--- src/rtl/hs_adder_pkg.sv ---
package hs_adder_pkg;
  localparam int unsigned DATA_W = 16;
  localparam int unsigned N_ST   = 3;

  // one-hot bit positions
  localparam int unsigned ST_IDLE = 0;
  localparam int unsigned ST_CAP  = 1;
  localparam int unsigned ST_CMP  = 2;

  typedef logic [N_ST-1:0] onehot_t;

  localparam onehot_t OH_IDLE = onehot_t'(1) << ST_IDLE;
endpackage

--- src/rtl/hs_adder_ctrl.sv ---
module hs_adder_ctrl
  import hs_adder_pkg::*;
(
  input  logic    clk_i,
  input  logic    rst_ni,
  input  logic    req_i,
  output onehot_t state_o,
  output logic    load_ops_o,
  output logic    load_sum_o,
  output logic    ack_o
);
  onehot_t state_q, state_d;

  always_comb begin
    state_d          = '0;
    state_d[ST_IDLE] = (state_q[ST_IDLE] & ~req_i) | state_q[ST_CMP];
    state_d[ST_CAP]  = state_q[ST_IDLE] & req_i;
    state_d[ST_CMP]  = state_q[ST_CAP];
  end

  always_ff @(posedge clk_i or negedge rst_ni) begin
    if (!rst_ni) state_q <= OH_IDLE;
    else         state_q <= state_d;
  end

  assign state_o    = state_q;
  assign load_ops_o = state_q[ST_CAP];
  assign load_sum_o = state_q[ST_CMP];
  assign ack_o      = state_q[ST_IDLE];
endmodule

--- src/rtl/hs_adder_dp.sv ---
module hs_adder_dp #(
  parameter int unsigned W = 16
) (
  input  logic         clk_i,
  input  logic         rst_ni,
  input  logic         load_ops_i,
  input  logic         load_sum_i,
  input  logic [W-1:0] opnd_x_i,
  input  logic [W-1:0] opnd_y_i,
  output logic [W-1:0] sum_o
);
  logic [W-1:0] opa_q, opb_q, sum_q, add_res;

  always_ff @(posedge clk_i or negedge rst_ni) begin
    if (!rst_ni) begin
      opa_q <= '0;
      opb_q <= '0;
    end else if (load_ops_i) begin
      opa_q <= opnd_x_i;
      opb_q <= opnd_y_i;
    end
  end

  // carry out dropped by width truncation
  assign add_res = opa_q + opb_q;

  always_ff @(posedge clk_i or negedge rst_ni) begin
    if (!rst_ni)         sum_q <= '0;
    else if (load_sum_i) sum_q <= add_res;
  end

  assign sum_o = sum_q;
endmodule

--- src/rtl/hs_adder.sv ---
module hs_adder
  import hs_adder_pkg::*;
#(
  parameter int unsigned W = DATA_W
) (
  input  logic         clk_i,
  input  logic         rst_ni,
  input  logic         req_i,
  input  logic [W-1:0] opnd_x_i,
  input  logic [W-1:0] opnd_y_i,
  output logic [W-1:0] sum_o,
  output logic         ack_o
);
  onehot_t state_q;
  logic    load_ops, load_sum;

  hs_adder_ctrl u_ctrl (
    .clk_i      (clk_i),
    .rst_ni     (rst_ni),
    .req_i      (req_i),
    .state_o    (state_q),
    .load_ops_o (load_ops),
    .load_sum_o (load_sum),
    .ack_o      (ack_o)
  );

  hs_adder_dp #(.W(W)) u_dp (
    .clk_i      (clk_i),
    .rst_ni     (rst_ni),
    .load_ops_i (load_ops),
    .load_sum_i (load_sum),
    .opnd_x_i   (opnd_x_i),
    .opnd_y_i   (opnd_y_i),
    .sum_o      (sum_o)
  );
endmodule

--- config.mk ---
export PLATFORM = sky130hd
export DESIGN_NAME = hs_adder
export DESIGN_NICKNAME = d
export VERILOG_FILES = /design/src/rtl/hs_adder_pkg.sv /design/src/rtl/hs_adder_ctrl.sv /design/src/rtl/hs_adder_dp.sv /design/src/rtl/hs_adder.sv
export SDC_FILE = /design/constraint.sdc
export NUM_CORES = 1
export LEC_CHECK = 0
export BUFFER_PORTS_ARGS = -buffer_cell sky130_fd_sc_hd__buf_4
export CAP_MARGIN = 30
export CORE_ASPECT_RATIO = 0.9
export CORE_MARGIN = 2
export CORE_UTILIZATION = 45
export DETAILED_ROUTE_END_ITERATION = 12
export PLACE_DENSITY = 0.67
export SYNTH_ARGS = -nofsm -noshare
export SYNTH_HDL_FRONTEND = slang
export SYNTH_SLANG_ARGS = --single-unit
--- constraint.sdc ---
create_clock -name clk_i -period 2.8 [get_ports clk_i]
set_clock_uncertainty 0.15 [all_clocks]
set_input_delay 0.56 -clock clk_i [delete_from_list [all_inputs] [get_ports clk_i]]
set_output_delay 0.56 -clock clk_i [all_outputs]
set_load 0.03 [all_outputs]
==> Yosys cells after proc, flatten, opt, wreduce, memory -nomap -nowiden <==
Index checks and enable logic that the tools add are counted.
{ "totals": {"output_inout_bits": 17, "regBits": 51, "input_bits": 35} }
{ "op_classes": {"addsub": 1, "bitwise_logic": 4} }
{ "ops": {"columns": ["cell", "count"], "rows": [
  ["$add 16x16->16", 1],
  ["$and 1x1->1", 2],
  ["$not 1->1", 1],
  ["$or 1x1->1", 1]
]} }

==> Logic depth before layout (Yosys ltp) <==
Gate-level depths: netlist of run 1.
{ "logic_depth": {"depth_word": 3, "depth_mapped": 7, "ltp_nobuf": 7} }

==> By module <==
Synthesis of run 1 repeated with hierarchy kept, for this count alone.
{ "hier_totals": {"cells_unflattened": 219, "hier_area_um2": 2628.8} }
{ "by_module_without_submodules": {"columns": ["mod", "area_per_inst_um2", "cells_each", "n_inst"], "rows": [
  ["hs_adder_dp", 2511.2, 210, 1],
  ["hs_adder_ctrl", 117.6, 9, 1]
]} }

==> Worst setup path after synthesis of run 1 <==
OpenSTA, ideal clock, no wires.
{ "synth_path": {"path_type": "register to register", "from": "register u_dp.opb_q[0]", "to": "register u_dp.sum_q[14], in the netlist u_dp.sum_o[14]", "required_ns": 2.555, "arrival_ns": 2.061, "stages_incl_launch_ff": 8, "setup_slack_ns": 0.494, "setup_time_ns": 0.095, "path_cell_list": "dfrtp_1 > ha_1 > fa_1 > a21o_1 > a221oi_4 > and4b_1 > o21a_1 > o31ai_1"} }
{ "synth_between": {"elab_chain_cells": 1} }
{ "synth_rtl": {"columns": ["element", "line_no", "source"], "rows": [
  ["start: declaration", "hs_adder_dp.sv:12", "logic [W-1:0] opa_q, opb_q, sum_q, add_res;"],
  ["start signal: assignment", "hs_adder_dp.sv:20", "opb_q <= opnd_y_i;"],
  ["$add 16x16->16", "hs_adder_dp.sv:25", "assign add_res = opa_q + opb_q;"],
  ["end signal: assignment", "hs_adder_dp.sv:29", "else if (load_sum_i) sum_q <= add_res;"],
  ["end: declaration", "hs_adder_dp.sv:12", null]
]} }
No other way between the ends.
A chain may end at the register's enable or synchronous reset.

==> Final worst setup path of run 1 <==
{ "layout_path": {"from": "register u_dp.opb_q[0]", "to": "register u_dp.sum_q[12], in the netlist u_dp.sum_o[12]"} }
The elaborated chain is that of the path after synthesis.

==> results of run 1 <==
[layout by cell type (no fill, tap or decap), types with 2 or more instances in the layout]
cell type	instances
a211o_1	3
a21boi_0	2
a21o_1	6
a21oi_1	12
a2bb2oi_1	2
a31oi_1	2
and2_1	2
and3_1	3
and3b_1	2
buf_4	53
clkbuf_8	6
dfrtp_1	50
ha_1	15
inv_1	5
mux2_1	7
mux2_2	33
nand2_1	17
nand4_1	2
nor3_1	2
o211ai_1	2
o21a_1	2
o21ai_0	3
o21bai_1	2
o31a_1	2
o31ai_1	5
xnor2_1	5
xor2_1	3
[cell families after synthesis]
family,Yosys count
flip-flops,51
AO/OA/AOI/OAI,48
multiplexers,40
AND/OR/NAND/NOR,35
adder cells (fa/ha/maj),16
buffers and inverters,11
XOR/XNOR,8
[worst max path at each step]
stage,startpoint,endpoint,slack [ns],cells after the start
global route,u_dp.opb_q[0],u_dp.sum_o[12],0.16,7
global placement,u_dp.opb_q[0],u_dp.sum_o[14],0.38,7
detailed placement,u_dp.opb_q[0],u_dp.sum_o[12],0.29,7
floorplan,u_dp.opb_q[0],u_dp.sum_o[14],0.49,7
CTS,u_dp.opb_q[0],u_dp.sum_o[12],0.27,7
finish,u_dp.opb_q[0],u_dp.sum_o[12],0.30,7
[metrics by stage]
stage / power [W] / instance area [um2]
2_1_floorplan: 0.00275 / 2580
3_3_place_gp: 0.00328 / 3040
3_5_place_dp: 0.00332 / 3040
4_1_cts: 0.00376 / 3130
5_1_grt: 0.00405 / 3130
6_report: 0.00373 / 3130
[cell type report]
type,instances,area [um2]
repair buffers,53,398
flip-flops and latches,51,1280
clock buffers,7,86.3
inverters,5,18.8
fillers,505,2460
well taps,70,87.6
clock inverters,1,5.00
multi-input cells,147,1260
[power by group]
group          total, W  internal (W)  switching (W)
Combinational   0.00207      0.000955        0.00112
Clock          0.000433      0.000200       0.000233
Sequential      0.00123       0.00105       0.000181
[cell usage after synthesis, types with 2 or more instances]
master / instances
o31ai_1: 5
a211o_1: 3
a21oi_1: 12
o31a_1: 2
and2_1: 2
xor2_1: 3
nand2_1: 17
nor3_1: 2
and3b_1: 2
a2bb2oi_1: 2
o21bai_1: 2
xnor2_1: 5
inv_1: 5
mux2_1: 7
a21o_1: 6
buf_1: 3
o21a_1: 2
a21boi_0: 2
clkbuf_1: 3
o21ai_0: 3
o211ai_1: 2
nand4_1: 2
a31oi_1: 2
dfrtp_1: 50
ha_1: 15
mux2_2: 33
and3_1: 3
[critical path: stages (launching register included)]
cell and delay [ns]:
dfrtp_1 0.39, ha_1 0.23, fa_1 0.41, a21o_1 0.23
a221oi_4 0.35, nor3_1 0.13, o31a_1 0.29, o31ai_1 0.24
[sequential cells by signal, summed over array words and instances (netlist names)]
name            cells
u_ctrl.state_o      3
u_dp.opb_q         16
u_dp.sum_o         16
u_dp.opa_q         16
[routing by layer]
metal  vias to the layer above  routed length (um)
met1                       870                2440
met3                         6                 203
met4                         0                  49
met2                        33                2220
met5                         -                   0
li1                        882                   -
==> results.json, run 1 <==
{
  "final-hold-violation-count": 0,
  "synthSimpleGateAreaFrac": 0.0704,
  "antenna_found_initial": 0,
  "synth.mux.area_fraction": 0.175,
  "fin_util": 0.560,
  "yosys_warnings": 0,
  "dp_cells": 326,
  "maxCapViolations": 0,
  "yosysTopAreaCell": "dfrtp_1",
  "met1_usage": 0.239,
  "cp.required_ns": 2.86,
  "finalNetCount": 314,
  "synth_edf_count": 0,
  "grt_pass1_vias": 1743,
  "grt.total_usage": 0.168,
  "clock-sinks": 51,
  "post_cts_resize_count": 0,
  "worst_slew_pin_slew_ns": 0.636,
  "rr_worst_depth": 7,
  "wire_per_inst_um": 14.7,
  "start_util": 0.461,
  "synthCells": 209,
  "post_cts_buffers": 0,
  "syn-num-nets": 260,
  "gp_congestion": 0.796,
  "cts_tree": "built",
  "grt_pass1_wl_um": 8290,
  "reg2reg_slack_ns": 0.30,
  "use_met2": 0.255,
  "slew_violations": 0,
  "p_leak_nw": 1.43,
  "drive_above_1_share": 0.364,
  "min_period_ns": 2.50,
  "r2r_end": "u_dp.sum_o[12]",
  "synth_area_leaders": "dfrtp_1 49%, mux2_2 14%, ha_1 7.3%, mux2_1 3.1%, nand2_1 2.5%",
  "synth.cell_area_um2": 2580,
  "dr.pass1.iters": 4,
  "diodes": 0,
  "met3_usage": 0.0455,
  "power.density_nw_per_um2": 1190,
  "remaining_drc_errors": 0,
  "end_kind": "flip-flop",
  "status": "complete, no violations",
  "hp-class": "in -> async",
  "yosysUniqueCellTypes": 41,
  "synthFlopType": "dfrtp_1",
  "clkTransAtPathRegs_ns": 0.09,
  "rsz0062_at_grt": "false",
  "synth_compound_area_frac": 0.135,
  "syn2layout_area_growth_pct": 21.5,
  "slew_headroom": 0.576,
  "dp_slack_ns": 0.290,
  "grt_max_degree": 52,
  "final_cell_count_no_fill": 334,
  "synth_top_family_by_area": "multiplexers",
  "cts_max_level": 2,
  "finalSetupViolations": 0,
  "hold_buffers": 0,
  "crit_path_max_fanout": 5,
  "synthesis.area_per_instance_um2": 12.3,
  "die_area_um2": 6350,
  "hold_slack_ns": 0.121,
  "fin_crit_sh": 0.895,
  "cts_root_buf": "clkbuf_8",
  "synthArstFlopShare": 1.00,
  "num_vias": 1791,
  "cts_made_buffers": 5,
  "via_per_inst": 5.36,
  "synth-xor-area-share": 0.0272,
  "startpoint_type": "flip-flop",
  "max_clock_freq_mhz": 399,
  "core_area_um2": 5600,
  "antenna_left": 0,
  "fin_setup_tns_ns": 0,
  "r2r-start": "u_dp.opb_q[0]",
  "fp-row-count": 26,
  "synth_fa_ha_area_frac": 0.0806,
  "routed_wl_um": 4910,
  "top_level_ports": 52,
  "overflow": 0,
  "drtIter0Drc": 91,
  "busiest_layer": "met2",
  "yosysTopAreaCellShare": 0.485,
  "io_buffers": 51,
  "worst_ir_drop_vdd_uv": 510,
  "dieHeight_um": 75.8,
  "insertion_delay_ns": 0.30,
  "ys_seq_elements": 51,
  "worstSetupPathType": "reg -> reg",
  "worstPathArrival_ns": 2.56,
  "die_x_um": 83.8,
  "ys_seq_area_frac": 0.496,
  "setup_slack_ns": 0.295,
  "dp_hpwl_um": 3680,
  "clockBufferDepth": 2
}
Note: power is estimated with default switching activity, not from simulation.
==> run 2: changes to the inputs <==
- PLACE_DENSITY: 0.67 -> 0.64
==> run 2 against run 1 <==
  * Global-route usage down 0.14 points
  * Hold slack got worse by 0.0082 ns
  * Critical path depth did not move
  * Register-to-register slack worse by 0.03 ns
  * Via count shrank 1.1%
  * Largest power group unchanged
  * Critical endpoint unchanged
  * Largest cell class unchanged
  * Clock power is 18% higher
  * Routed wire length is essentially flat
  * Cell area is 0.92% higher
  * Flip-flop and latch count unchanged
  * Setup slack got worse by 0.027 ns
==> results.json, run 2 (synthesized netlist as in run 1, its figures left out) <==
{
  "worst_ir_drop_vdd_uv": 595,
  "antenna_left": 0,
  "num_vias": 1771,
  "finalPower_w": 0.00381,
  "worstPathArrival_ns": 2.59,
  "crit_buf_inv": 0,
  "final-hold-violation-count": 0,
  "reg2reg_slack_ns": 0.27,
  "cp_slowest_stage_delay_ns": 0.42,
  "rr_worst_depth": 7,
  "hold_slack_ns": 0.113,
  "crit_path_max_fanout": 5,
  "cts_max_level": 2,
  "startpoint_type": "flip-flop",
  "via_per_inst": 5.29,
  "path_cells": "ha_1 > fa_1 > a21o_1 > a221oi_4 > nor3_1 > o31a_1 > o31ai_1",
  "antenna_found_initial": 0,
  "r2r-start": "u_dp.opb_q[0]",
  "finalSetupViolations": 0,
  "drtIter0Drc": 73,
  "start_util": 0.461,
  "dr.pass1.iters": 4,
  "max_clock_freq_mhz": 395,
  "post_cts_buffers": 0,
  "die_area_um2": 6350,
  "finalNetCount": 315,
  "diodes": 0,
  "rsz0062_at_grt": "false",
  "dieHeight_um": 75.8,
  "die_x_um": 83.8,
  "grt.total_usage": 0.166,
  "grt_pass1_wl_um": 8360,
  "insertion_delay_ns": 0.31,
  "r2r_end": "u_dp.sum_o[12]",
  "min_period_ns": 2.53,
  "final_cell_mix": "54 x buf_4, 50 x dfrtp_1, 33 x mux2_2",
  "grt_pass1_vias": 1760,
  "overflow": 0,
  "cts_tree": "built",
  "cts_made_buffers": 5,
  "p_leak_nw": 1.44,
  "dp_hpwl_um": 3700,
  "fin_setup_tns_ns": 0,
  "dp_slack_ns": 0.279,
  "cts_root_buf": "clkbuf_8",
  "syn2layout_area_growth_pct": 22.6,
  "worstSetupPathType": "reg -> reg",
  "io_buffers": 51,
  "drive_above_1_share": 0.370,
  "status": "complete, no violations",
  "end_kind": "flip-flop",
  "fin_crit_sh": 0.904,
  "wire_per_inst_um": 14.7,
  "hold_buffers": 0,
  "hp-class": "in -> async",
  "slew_violations": 0,
  "fp-row-count": 26,
  "slowest_stage": "fa_1",
  "setup_slack_ns": 0.268,
  "core_area_um2": 5600,
  "cp_top_family": "compound AO/OA/AOI/OAI gates",
  "final_common_cell": "buf_4",
  "clkTransAtPathRegs_ns": 0.09,
  "power.density_nw_per_um2": 1200,
  "post_cts_resize_count": 0,
  "gp_congestion": 0.797,
  "clock-sinks": 51,
  "worst_slew_pin_slew_ns": 0.635,
  "routed_wl_um": 4910,
  "top_level_ports": 52,
  "remaining_drc_errors": 0,
  "maxCapViolations": 0,
  "cp.required_ns": 2.86,
  "clockBufferDepth": 2,
  "grt_max_degree": 52,
  "slew_headroom": 0.577
}
## run 2: cell count changes in the layout (fill, tap and decap cells not counted), sizes merged
cell / previous run / this run
buf: 53 / 54
clkinv: 1 / 2
bufinv: 0 / 1
clkbuf: 7 / 5
## run 2: worst max path at each step
| stage | startpoint | to | slack (ns) | depth (start not counted) |
|---|---|---|---|---|
| 3_5_place_dp | u_dp.opb_q[0] | u_dp.sum_o[12] | 0.28 | 7 |
| 5_1_grt | u_dp.opb_q[0] | u_dp.sum_o[12] | 0.13 | 7 |
| 2_1_floorplan | u_dp.opb_q[0] | u_dp.sum_o[14] | 0.49 | 7 |
| 6_report | u_dp.opb_q[0] | u_dp.sum_o[12] | 0.27 | 7 |
| 4_1_cts | u_dp.opb_q[0] | u_dp.sum_o[12] | 0.25 | 7 |
| 3_3_place_gp | u_dp.opb_q[0] | u_dp.sum_o[14] | 0.38 | 7 |
## run 2: through the flow
stage               utilization  cells  instance area [um2]
floorplan                     -    209                 2580
global placement          0.545    327                 3050
detailed placement        0.545    327                 3050
CTS                       0.565    335                 3160
global route              0.565    335                 3160
finish                    0.565    335                 3160
## run 2: layout make-up
cell class	count	area [um2]
fill	526	2430
sequential	51	1280
multi-input combinational	147	1260
timing repair buffer	54	405
tap	70	87.6
clock buffer	5	68.8
clock inverter	3	43.8
inverter	5	18.8
## run 2: routing by layer
metal,track usage,vias up,share of wire
li1,-,878,-
met5,0,-,0
met1,0.252,855,0.53
met4,0.0484,0,0.010
met3,0.0412,5,0.040
met2,0.236,33,0.42
## run 2: power by group
group	leakage, nW	internal [W]	switching [W]
sequential	0.602	0.00104	0.000180
combinational	0.783	0.000956	0.00111
clock	0.0581	0.000266	0.000247
==> run 3: changes to the inputs <==
- ABC_AREA: unset -> 1
- clock period: 2.8 -> 2.4 ns (I/O delays scaled with it)
==> run 3 against run 2 <==
  * Count of clock-buffer cells in the layout unchanged
  * Routed wire length grew 13%
  * Fmax increased by 29%
  * Total power up 15%
  * Die area grew 7.7%
  * Hold slack worse by 0.076 ns
  * Global-route usage increased by 1.1 points
  * Register-to-register slack improved by 0.17 ns
==> results.json, run 3 <==
{
  "crit_path_start": "u_dp.opb_q[0]",
  "startpoint_type": "flip-flop",
  "cts_max_level": 2,
  "via_per_inst": 4.85,
  "worstPathArrival_ns": 2.02,
  "synthesis.area_per_instance_um2": 8.93,
  "cts_root_buf": "clkbuf_8",
  "drive_above_1_share": 0.294,
  "wire_per_inst_um": 12.6,
  "finalSetupViolations": 0,
  "synthArstFlopShare": 1.00,
  "core_area_um2": 6050,
  "fin_setup_tns_ns": 0,
  "clock-sinks": 51,
  "hp-class": "in -> async",
  "final-hold-violation-count": 0,
  "grt.total_usage": 0.177,
  "clockBufferDepth": 2,
  "ys_seq_area_frac": 0.458,
  "ys_seq_elements": 51,
  "clkTransAtPathRegs_ns": 0.10,
  "rr_worst_depth": 9,
  "syn-num-nets": 363,
  "crit_path_max_fanout": 4,
  "gp_congestion": 0.808,
  "die_area_um2": 6840,
  "final_cell_mix": "105 x nand2_1, 52 x buf_4, 50 x dfrtp_1",
  "slowest_stage": "dfrtp_1",
  "remaining_drc_errors": 0,
  "diodes": 0,
  "syn2layout_area_growth_pct": 19.8,
  "die_x_um": 86.9,
  "cts_made_buffers": 5,
  "post_cts_buffers": 0,
  "final_cell_count_no_fill": 439,
  "yosysTopAreaCellShare": 0.449,
  "yosysMostFrequentCell": "nand2_1",
  "grt_pass1_vias": 2145,
  "fin_crit_sh": 0.818,
  "hold_slack_ns": 0.0376,
  "antenna_found_initial": 0,
  "yosysTopAreaCell": "dfrtp_1",
  "synthCells": 312,
  "io_buffers": 51,
  "finalPower_w": 0.00438,
  "hold_buffers": 0,
  "rsz0062_at_grt": "false",
  "dr.pass1.iters": 4,
  "grt_max_degree": 52,
  "post_cts_resize_count": 0,
  "routed_wl_um": 5530,
  "start_util": 0.461,
  "dp_hpwl_um": 4200,
  "insertion_delay_ns": 0.31,
  "max_clock_freq_mhz": 509,
  "min_period_ns": 1.96,
  "cp_slowest_stage_delay_ns": 0.40,
  "synth_area_leaders": "dfrtp_1 45%, nand2_1 14%, mux2_2 12%, ha_1 6.7%, inv_1 4.3%",
  "dieHeight_um": 78.7,
  "synthFlopType": "dfrtp_1",
  "dp_cells": 431,
  "endpoint": "u_dp.sum_o[6]",
  "worst_slew_pin_slew_ns": 0.632,
  "antenna_left": 0,
  "worst_ir_drop_vdd_uv": 670,
  "grt_pass1_wl_um": 9530,
  "overflow": 0,
  "synth_common_cells": "105 x nand2_1, 50 x dfrtp_1, 32 x inv_1",
  "cts_tree": "built",
  "fp-row-count": 27,
  "power.density_nw_per_um2": 1310,
  "crit_path_frequent_cell": "nand2_1",
  "finalNetCount": 417,
  "worstSetupPathType": "reg -> reg",
  "yosys_warnings": 0,
  "num_vias": 2128,
  "maxCapViolations": 0,
  "status": "complete, no violations",
  "reg2reg_slack_ns": 0.44,
  "yosysUniqueCellTypes": 30,
  "top_level_ports": 52,
  "cp.required_ns": 2.46,
  "slew_headroom": 0.579,
  "drtIter0Drc": 79,
  "r2r-start": "u_dp.opb_q[0]",
  "slew_violations": 0,
  "synth.cell_area_um2": 2790,
  "synth_edf_count": 0,
  "end_kind": "flip-flop",
  "path_cells": "ha_1 > fa_1 > nand2_1 > nand2_1 > nand3_1 > nand2_1 > or2_1 > nand3_1 > nand2_1",
  "final_common_cell": "nand2_1",
  "r2r_end": "u_dp.sum_o[6]",
  "p_leak_nw": 1.75
}
run 3: cell count changes after synthesis, moves of 4 or more:
cell	delta
a21o_1	-6
a21oi_1	-5
inv_1	+27
inv_2	+6
mux2_1	-5
nand2_1	+88
nand2_2	+5
nand3_1	+16
nor2_1	+10
o31ai_1	-5
or2_1	+4
run 3: power breakdown:
part           switching, W  internal, W  leakage, nW
sequential         0.000205      0.00119        0.608
combinational       0.00145      0.00102         1.10
clock              0.000305     0.000209       0.0408
run 3: per-layer routing:
metal,global-route usage,routed length (um),vias up
met5,0,0,-
met4,0.0469,49,0
met3,0.0315,239,7
met2,0.290,2530,40
met1,0.240,2710,990
li1,-,-,1091
run 3: logic make-up after synthesis:
group	after synthesis	synth area share
AOI/OAI and AO/OA	11	0.0198
xor gates and xnor gates	4	0.0126
adders and majority gates	16	0.0745
buffers and inverters	45	0.0678
DFF	51	0.458
muxes	32	0.129
and+or+nand+nor	153	0.238
run 3: worst max-delay path, delay by kind of cell (launching register included):
family                   cells  cell delay, ns
AND/OR/NAND/NOR              7            0.69
adder cells (fa/ha/maj)      2            0.63
flip-flops                   1            0.40
run 3: per-stage QoR:
| stage | worst slack, ns | utilization | area, um2 |
|---|---|---|---|
| after floorplan | 0.595 | - | 2790 |
| after detailed placement | 0.454 | 0.537 | 3240 |
| final | 0.437 | 0.552 | 3340 |
| after CTS | 0.424 | 0.552 | 3340 |
| after global placement | 0.522 | 0.537 | 3240 |
| after global routing | 0.300 | 0.552 | 3340 |
run 3: final cells by class:
type                    instances  area (um2)
well taps                      72        90.1
flip-flops and latches         51        1280
repair buffers                 53         410
multi-input cells             216        1320
clock inverters                 3        23.8
fillers                       580        2710
clock buffers                   5        68.8
inverters                      39         146
run 3: how the worst min path moves through the flow:
stage / startpoint / endpoint / slack, ns / cells past startpoint
after floorplan: rst_ni / u_ctrl.state_o[1] / 0.03 / 0
after global placement: u_ctrl.state_o[0] / u_ctrl.state_o[0] / 0.31 / 2
after detailed placement: u_dp.sum_o[7] / u_dp.sum_o[7] / 0.32 / 2
after CTS: rst_ni / u_dp.opa_q[8] / 0.06 / 1
after global routing: rst_ni / u_dp.sum_o[14] / 0.09 / 1
final: rst_ni / u_dp.opb_q[8] / 0.04 / 1
